**config.mk**
```make
export PLATFORM = sky130hd
export DESIGN_NAME = dm_mirror_cmp
export DESIGN_NICKNAME = d
export VERILOG_FILES = /design/src/rtl/dm_pkg.sv /design/src/rtl/dm_checker.sv /design/src/rtl/dm_driver.sv /design/src/rtl/dm_bit_mirror.sv /design/src/rtl/dm_mirror_cmp.sv
export SDC_FILE = /design/constraint.sdc
export NUM_CORES = 1
export LEC_CHECK = 0
export CORE_AREA = 5 5 42 44
export DETAILED_ROUTE_END_ITERATION = 10
export DIE_AREA = 0 0 47 49
export PLACE_DENSITY_LB_ADDON = 0.25
export SYNTH_ARGS = -nofsm -noshare
export SYNTH_HDL_FRONTEND = slang
export SYNTH_SLANG_ARGS = --single-unit
```
**constraint.sdc**
```tcl
create_clock -name clk -period 1.1 [get_ports clk]
set_clock_uncertainty 0.15 [all_clocks]
set_input_delay 0.33 -clock clk [delete_from_list [all_inputs] [get_ports clk]]
set_output_delay 0.33 -clock clk [all_outputs]
set_load 0.005 [all_outputs]
```
**src/rtl/dm_pkg.sv**
```systemverilog
package dm_pkg;

   // State of one gated driver attached to the shared per-bit net
   typedef struct packed {
      logic en;
      logic val;
   } dm_drv_t;

   // Resolution of the shared net: enabled drivers are wired-OR,
   // and an undriven net is pulled to 0
   function automatic logic dm_resolve(input dm_drv_t d0, input dm_drv_t d1);
      logic net;
      net = 1'b0;
      if (d0.en && d0.val) net = 1'b1;
      if (d1.en && d1.val) net = 1'b1;
      return net;
   endfunction

endpackage

```
**src/rtl/dm_checker.sv**
```systemverilog
module dm_checker (
   input  logic a,
   input  logic b,
   input  logic force_dis,
   output logic agree
);
   // Equality test; an injected fault pins the verdict at "disagree"
   always_comb agree = ~(a ^ b) & ~force_dis;
endmodule

```
**src/rtl/dm_driver.sv**
```systemverilog
module dm_driver
   import dm_pkg::*;
(
   input  logic    en,
   input  logic    val,
   output dm_drv_t drv
);
   always_comb begin
      drv.en  = en;
      drv.val = val;
   end
endmodule

```
**src/rtl/dm_bit_mirror.sv**
```systemverilog
module dm_bit_mirror
   import dm_pkg::*;
(
   input  logic a,
   input  logic b,
   input  logic flt_a,
   input  logic flt_b,
   output logic bit_match
);
   logic    chk_a, chk_b;
   dm_drv_t drv_a, drv_b;

   dm_checker u_chk_a (.a(a), .b(b), .force_dis(flt_a), .agree(chk_a));
   dm_checker u_chk_b (.a(a), .b(b), .force_dis(flt_b), .agree(chk_b));

   // Cross-coupled: each driver is enabled by its own checker and
   // carries the verdict of the other one
   dm_driver u_drv_a (.en(chk_a), .val(chk_b), .drv(drv_a));
   dm_driver u_drv_b (.en(chk_b), .val(chk_a), .drv(drv_b));

   always_comb bit_match = dm_resolve(drv_a, drv_b);
endmodule

```
**src/rtl/dm_mirror_cmp.sv**
```systemverilog
module dm_mirror_cmp #(
   parameter int WIDTH   = 8,
   parameter bit OUT_REG = 1'b1
) (
   input  logic             clk,
   input  logic             rst_n,
   input  logic [WIDTH-1:0] a_i,
   input  logic [WIDTH-1:0] b_i,
   input  logic [WIDTH-1:0] flt_a_i,
   input  logic [WIDTH-1:0] flt_b_i,
   output logic             match_o
);
   localparam int LAST_BIT = WIDTH - 1;

   if (WIDTH < 1) begin : g_bad_width
      $error("dm_mirror_cmp: WIDTH must be at least 1");
   end

   logic [LAST_BIT:0] bit_match;
   logic              word_match;

   for (genvar i = 0; i < WIDTH; i++) begin : g_bit
      dm_bit_mirror u_mirror (
         .a        (a_i[i]),
         .b        (b_i[i]),
         .flt_a    (flt_a_i[i]),
         .flt_b    (flt_b_i[i]),
         .bit_match(bit_match[i])
      );
   end

   always_comb word_match = &bit_match;

   if (OUT_REG) begin : g_reg_out
      logic match_q;
      always_ff @(posedge clk) begin
         if (!rst_n) match_q <= 1'b0;
         else        match_q <= word_match;
      end
      assign match_o = match_q;
   end else begin : g_comb_out
      assign match_o = word_match;
   end
endmodule

```
==> impl.org <==
** Run status
- The run finished, with violations left.
- Violations in the final reports :: setup timing

** Global route
- Total global-route track usage :: 5.34%
- The first global-routing pass estimated 986 um of wire.
- The number of global-route vias before repair came to around 280.
- The initial antenna violation count was 0.
- Largest net degree at the start of global routing :: 2
- For this run the aggregate overflow at the end of global routing stands at 0.

** Layout
- The multi-input combinational cells in the finished layout cover a total of 178 um2.
- The sequential cells in the finished layout cover a total of around 20 um2.
- Leaving out fill and tap cells, the most frequent cells in the layout are 12 x clkdlybuf4s15_1, 7 x xnor2_1, 7 x clkbuf_2, 6 x dlygate4sd2_1, 4 x buf_2.
- Leaving out fill and tap cells, the most frequent cell in the layout is clkdlybuf4s15_1.
- The repair_antennas step left the layout with diodes totalling 0.
- Proportion of layout cells with a drive suffix above 1 :: 35.8%
- Max FFs per register :: 1
- Layout overhead on the synthesized area :: 203%
- Total of fill cells in the finished design :: between 150 and 200
- For this run, the post-layout net count is 89.

** Routing
- Via-to-Cell Ratio :: 4.16
- Dividing the detail-routed wire length by the instance count gives 10.9 um.
- Post-detailed-route count of antenna-violating nets :: 0
- Iteration count of the initial detailed-routing pass :: 1
- After detailed routing, the number of remaining DRC violations is 0.
- After detailed routing, the total wire length is 755 um.
- Detailed routing inserted a total of 287 vias.
- Violation count after the first detailed-routing iteration :: 0

** Floorplanning
- I/O pin count :: 35
- Core outline area :: 1400 um2
- Initial Util :: 11.9%
- Die width :: 47 um
- The die covers 2300 um2.
- The die is 49 um tall.
- Std-Cell Rows :: 14

** Hold path
- The worst hold path was traced through 4 stages.
- Type of the tightest min-delay check :: in -> reg
- End point of the most critical hold path :: match_o
- Launch instance of the worst min-delay path :: flt_a_i[0]

** Synthesis
- When the netlist entered floorplanning its net count stood at 53.
- Warning count from the yosys run :: 0
- Sequential area share after synthesis :: around 12%
- Post-Synthesis Cells :: 19
- Post-synth design cell area :: 166 um2
- The netlist uses 10 different library cells.
- Synthesized area per cell :: 8.76 um2
- After synthesis the netlist holds a flip-flop and latch count of 1.

** Placed design
- After legalization and detailed placement, the total HPWL measured 716 um.
- The congestion estimate from routability-driven global placement came to approximately 0.59.
- OpenSTA, run right after detailed placement, puts the worst setup slack at -0.536 ns.
- The count of buffers added on input and output ports is 34.

** STA
- Max Freq :: a little under 0.8 GHz
- RSZ-0062 raised after global routing :: true
- The final max-slew violation count is 0.
- Setup violations remaining at the end of the flow were counted as 1.
- Period utilization :: 115%
- Post-route worst setup slack :: -0.166 ns
- Final critical path time including I/O delays and setup :: 1.27 ns
- On the final layout, the worst hold slack is roughly 0.45 ns.
- Headroom to the max-slew limit came out at 87.6%.
- Actual slew at the worst max-slew pin :: 0.185 ns
- Number of hold-slack violations in the final timing report :: 0

** Pwr
- Internal power comes to 0.131 mW.
- In this run the power spent charging and discharging nets is 0.0419 mW.
- Per report_power, the clock group accounts for 0% of the total.
- For this design the static power due to leakage is 0.224 nW.
- In this run switching power makes up 24.2% of total power.
- Power spread over the standard cell area amounts to 343 nW/um2.
- Across the VDD grid, the largest voltage drop is 0.140 mV.
- Sequential share of power :: 21.4%
- Logic pwr share :: 78.6%

** Worst setup path
- The largest individual stage delay along the critical path comes from the cell nor4_2.
- Required time reported for the critical path endpoint :: approximately 0.86 ns
- The worst setup path is captured at a flip-flop.
- Max incr delay on CP :: 0.24 ns
- At the worst endpoint, the arrival time is 1.03 ns.
- Maximum fanout count along the critical path :: 1
- The signal on the critical path passes through clkdlybuf4s15_1 -> xnor2_1 -> nand4_1 -> nor4_2.
- Critical path startpoint category :: input pin
- The setup path with the least slack is of type in -> reg.

** CTS
- Register clock-pin slew on the reported worst setup and hold paths :: 0 ns
- Setup fix buffers added after clock tree synthesis :: 0
- Hold repair after CTS inserted 0 buffers.

** Flow run
- Max-cap violations in this run came to 0.
how the worst max path moves through the flow:
stage                    start  endpoint  slack (ns)
finish                  b_i[7]   match_o       -0.17
global route        flt_a_i[0]   match_o       -0.26
CTS                 flt_a_i[7]   match_o       -0.26
detailed placement  flt_b_i[1]   match_o       -0.54
global placement    flt_b_i[1]   match_o       -0.50
floorplan           flt_b_i[1]   match_o       -0.02
kinds of logic after synthesis:
kind of cell	after synthesis	synth area share, %
xor+xnor	8	42.1
flops	1	12.0
simple gates	10	45.9
metal layers:
layer,track usage (%),share of wire [%],up-vias
met2,9.28,34,35
met5,0,0,-
met1,5.02,35,113
li1,-,-,139
met4,0,0,0
met3,4.43,32,0
Yosys cell counts:
cell type / n / area share, %
nand4_1: 2 / 7.5
nand3_1: 1 / 3.0
nand2_1: 1 / 2.3
dfxtp_1: 1 / 12
nor2_1: 1 / 2.3
nor3_1: 1 / 3.0
nor4_1: 1 / 3.8
nor4b_2: 1 / 9.0
xnor2_1: 8 / 42
nor4_2: 2 / 15
power groups by stage:
| stage | clock, mW | sequential (mW) | combinational, mW |
|---|---|---|---|
| 2_1_floorplan | 0 | 0.0370 | 0.0360 |
| 3_3_place_gp | 0 | 0.0370 | 0.167 |
| 3_5_place_dp | 0 | 0.0370 | 0.168 |
| 4_1_cts | 0 | 0.0370 | 0.136 |
| 5_1_grt | 0 | 0.0370 | 0.146 |
| 6_report | 0 | 0.0370 | 0.136 |
critical path, delay by kind of cell:
family                 cells  cell delay [ns]
buffers and inverters      1             0.17
AND/OR/NAND/NOR            2             0.37
XOR/XNOR                   1             0.16
layout make-up:
cell class | count | area share [%]
flip-flops and latches | 1 | 3.97
well taps | 16 | 3.97
repair buffers | 34 | 56.8
multi-input cells | 18 | 35.2
stage by stage:
step	TNS, ns	std cells	power (mW)	cell area [um2]	util (%)
floorplan	-0.0182	19	0.0730	181	-
global placement	-0.670	69	0.204	542	38.7
detailed placement	-0.704	69	0.205	542	38.7
CTS	-0.259	69	0.173	509	36.3
global route	-0.256	69	0.183	504	36.0
finish	-0.166	69	0.173	504	36.0
what timing repair did:
item | 4_1_cts | 5_1_grt
pin swaps | 16 | 12
gates cloned | 0 | 0
gates resized for setup | 59 | 26
endpoints found under the setup margin | 2 | 1
(Power assumes the default switching activity.)
